**src/rtl/demod_phase_gen.sv**
```systemverilog
module demod_phase_gen #(
  parameter int CODE_W = 3,
  parameter int DIV_W  = 5
) (
  input  logic              clk_i,
  input  logic              rst_ni,
  input  logic [CODE_W-1:0] code_i,
  output logic              demod_o,
  output logic              tick_o
);

  localparam int PERIOD = 1 << DIV_W;
  localparam int HALF   = PERIOD / 2;
  localparam logic [DIV_W-1:0] LAST_POS = DIV_W'(PERIOD - 1);
  localparam logic [DIV_W-1:0] HALF_POS = DIV_W'(HALF);

  logic [DIV_W-1:0]  phase_cnt;
  logic [DIV_W-1:0]  tap_dly;
  logic [DIV_W-1:0]  tap_pos;
  logic [CODE_W-1:0] code_q;
  logic              demod_q;
  logic              tick_q;
  logic              wrap;

  assign wrap    = (phase_cnt == LAST_POS);
  assign tap_dly = DIV_W'(code_q) + DIV_W'(1);
  assign tap_pos = phase_cnt - tap_dly;

  always_ff @(posedge clk_i or negedge rst_ni) begin
    if (!rst_ni) begin
      phase_cnt <= '0;
      code_q    <= '0;
      demod_q   <= 1'b0;
      tick_q    <= 1'b0;
    end else begin
      phase_cnt <= phase_cnt + DIV_W'(1);
      if (wrap) code_q <= code_i;
      tick_q    <= (phase_cnt == '0);
      demod_q   <= (tap_pos < HALF_POS);
    end
  end

  assign demod_o = demod_q;
  assign tick_o  = tick_q;

  logic [DIV_W:0] hi_run;

  always_ff @(posedge clk_i or negedge rst_ni) begin
    if (!rst_ni)      hi_run <= '0;
    else if (demod_q) hi_run <= hi_run + (DIV_W+1)'(1);
    else              hi_run <= '0;
  end

  AST_TICK_ONE_CYCLE: assert property (@(posedge clk_i) disable iff (!rst_ni)
    tick_q |=> !tick_q);

  AST_LOW_AT_TICK: assert property (@(posedge clk_i) disable iff (!rst_ni)
    tick_q |-> !demod_q);

  AST_CODE_HOLD: assert property (@(posedge clk_i) disable iff (!rst_ni)
    (phase_cnt != '0) |-> $stable(code_q));

  AST_HIGH_WIDTH: assert property (@(posedge clk_i) disable iff (!rst_ni)
    $fell(demod_q) |-> (hi_run == (DIV_W+1)'(HALF)));

endmodule

```
**config.mk**
```make
export PLATFORM = sky130hd
export DESIGN_NAME = demod_phase_gen
export DESIGN_NICKNAME = d
export VERILOG_FILES = /design/src/rtl/demod_phase_gen.sv
export SDC_FILE = /design/constraint.sdc
export NUM_CORES = 1
export LEC_CHECK = 0
export BUFFER_PORTS_ARGS = -buffer_cell sky130_fd_sc_hd__buf_2
export CAP_MARGIN = 30
export CORE_AREA = 3 3 40 42
export DETAILED_ROUTE_END_ITERATION = 8
export DIE_AREA = 0 0 43 45
export GPL_TIMING_DRIVEN = 0
export SETUP_SLACK_MARGIN = 0.2
export SLEW_MARGIN = 10
export SYNTH_ARGS = -nofsm -noshare
export SYNTH_HDL_FRONTEND = slang
export SYNTH_SLANG_ARGS = --single-unit
```
**constraint.sdc**
```tcl
create_clock -name clk_i -period 2.1 [get_ports clk_i]
set_input_delay 0.42 -clock clk_i [delete_from_list [all_inputs] [get_ports clk_i]]
set_output_delay 0.42 -clock clk_i [all_outputs]
set_load 0.01 [all_outputs]
```
==> flow_summary.yaml <==
status:
  status: "completed"
yosys:
  synth_seq_cells: 10
  synth_top_area_share_pct: 58.5
  netlist_top_cells_area: "dfrtp_1, ha_1, xnor2_1"
  syn_inst: 32
  yosysTopAreaCell: "dfrtp_1"
  yosysSeqAreaShare_pct: 58.5
  syn_nets: 42
  yosys_warnings: 0
  synthesis.area_um2: 428
  synth_cell_types: 13
  avgSynthCellArea_um2: 13.4
place:
  gp_congestion: 0.776
  pre_cts_ws_ns: 0.510
  numPortBuffers: 6
  place_inst: 53
detailed_routing:
  vias: 264
  vias_per_cell: 4.71
  wirelength_um: 639
  drt_iter0_drc: 5
  detail_route.wl_per_cell_um: 11.4
  drc_errors: 0
  antenna_left: 0
  dr.pass1.iters: 2
timing:
  period_minus_slack_ns: 1.58
  fmax_mhz: 632
  tightest_slew_ns: 0.322
  fin_tns_setup_ns: 0
  rsz0062_at_grt: "false"
  period_share_pct: 75.4
  relSlewSlack_pct: 78.5
  hold_slack_ns: 0.0127
  fin_ws_ns: 0.517
  drv_slew: 0
  clock_skew_ns: 0.00284
  hold_viol: 0
  finalSetupViolCount: 0
cells_and_area:
  antennaDiodeCount: 0
  area_delta_synth_final_pct: 16.7
  final_common_cell: "dfrtp_1"
  fill_cells: 128
  fin_nets: 53
  utilization_pct: 38.9
  drive_above_1_share_pct: 26.8
  final_cell_mix: "dfrtp_1, buf_2, ha_1"
  final_cells: 56
global_route:
  antenna_found_initial: 0
  grt_pass1_wl_mm: 1.12
  met1_usage_pct: 8.48
  grt_max_degree: 11
  busiest_layer: "met2"
  met3_usage_pct: 5.18
  gr-total-overflow: 0
  grt_pass1_vias: 286
  use_met2_pct: 13.2
  grt_usage_pct: 8.42
worst_setup_path:
  path_cells: "ha_1 -> and4b_1 -> a2111oi_2 -> xnor2_1"
  crit_required_ns: 2.27
  path_delay_family: "flip-flops"
  path_buf_inv: 0
  crit_arrival_ns: 1.76
  worst-path-max-fanout: 5
  critPathKind: "reg -> reg"
  crit_path_top_delay_cell: "dfrtp_1"
  startpoint_type: "register"
  endpoint_kind: "register"
  slowest_delay_ns: 0.43
clock_network:
  cts_buffers: 3
  holdBufCountCts: 0
  clockRootBuffer: "clkbuf_4"
  cts_resized: 0
  cts.sinks: 10
  clock_latency_ns: 0.25
  post-cts-setup-buffers: 0
  clockBufferDepth: 2
  htreeDepth: 1
  cts_tree: "built"
  clk_pin_slew_ns: 0.06
floorplanning:
  core_region_area_um2: 1280
  start_util_pct: 33.3
  fp.dieH_um: 45
  floorplan.die_area_um2: 1940
  die_w_um: 43
  rows: 13
  io_pins: 7
job:
  max_cap_viol_count: 0
hold_path:
  hold_class: "in -> async"
pwr:
  clock_power_share_pct: 36.5
  p_switching_w: 0.0000638
  seq_power_share_pct: 59.3
  max-vdd-ir-drop_mv: 0.284
  p_per_area_nw_per_um2: 664
  p_leak_nw: 0.252
  netSwitchingFraction_pct: 19.2
  combinationalPowerShare_pct: 4.2
  internal-power_w: 0.000268
-- per-stage QoR --
stage | power (W) | instance area (µm²)
final | 0.000332 | 499
after CTS | 0.000339 | 499
after global routing | 0.000353 | 499
after global placement | 0.000214 | 477
after detailed placement | 0.000215 | 477
after floorplan | 0.000206 | 428
-- power groups by stage --
stage                     Combinational, W  Sequential (W)  Clock [W]
after floorplan                 0.00000634        0.000200          0
after global placement           0.0000137        0.000200          0
after detailed placement         0.0000145        0.000200          0
after CTS                        0.0000144        0.000197   0.000128
after global routing             0.0000163        0.000197   0.000140
final                            0.0000139        0.000197   0.000121
-- layout make-up --
class | count | area [µm²] | share of cell area [%]
multi-input cells | 18 | 163 | 32.6
flip-flops and latches | 10 | 250 | 50.1
inverters | 4 | 15.0 | 3.01
well taps | 15 | 18.8 | 3.76
repair buffers | 6 | 30.0 | 6.02
clock buffers | 3 | 22.5 | 4.51
-- cell families after synthesis --
family / Yosys count / synth area share (%)
and+or+nand+nor: 6 / 8.77
AOI/OAI and AO/OA: 3 / 5.85
buffers and inverters: 4 / 3.51
muxes: 1 / 2.63
adders and majority gates: 5 / 14.6
xor gates and xnor gates: 3 / 6.14
DFF: 10 / 58.5
-- path summary, 6_finish.rpt --
| check | startpoint | end | slack (ns) | cells past startpoint |
|---|---|---|---|---|
| hold reg to reg | phase_cnt[4] | tick_o | 0.49 | 1 |
| setup reg to reg | phase_cnt[2] | demod_o | 0.52 | 4 |
| min in group clk_i | code_i[2] | code_q[2] | 0.38 | 3 |
| hold / removal | rst_ni | code_q[2] | 0.01 | 1 |
| setup / recovery | phase_cnt[2] | demod_o | 0.52 | 4 |
| max in group asynchronous | rst_ni | code_q[1] | 1.90 | 1 |
-- routing by layer --
layer | routed length (µm) | vias to the layer above
li1 | - | 129
met1 | 278 | 129
met2 | 321 | 4
met3 | 33 | 2
met4 | 6 | 0
met5 | 0 | -
-- cells in the mapped netlist --
master	number
o21ai_0	2
nand2_1	2
ha_1	5
and3_1	1
xor2_1	1
a2111oi_2	1
dfrtp_1	10
xnor2_1	2
nor4b_1	1
mux2_2	1
nand3_1	1
and4b_1	1
inv_1	4
-- state kept, by name, indices dropped and copies added (netlist names) --
name       count
code_q         3
demod_o        1
phase_cnt      5
tick_o         1
Note: power is estimated with default switching activity, not from simulation.
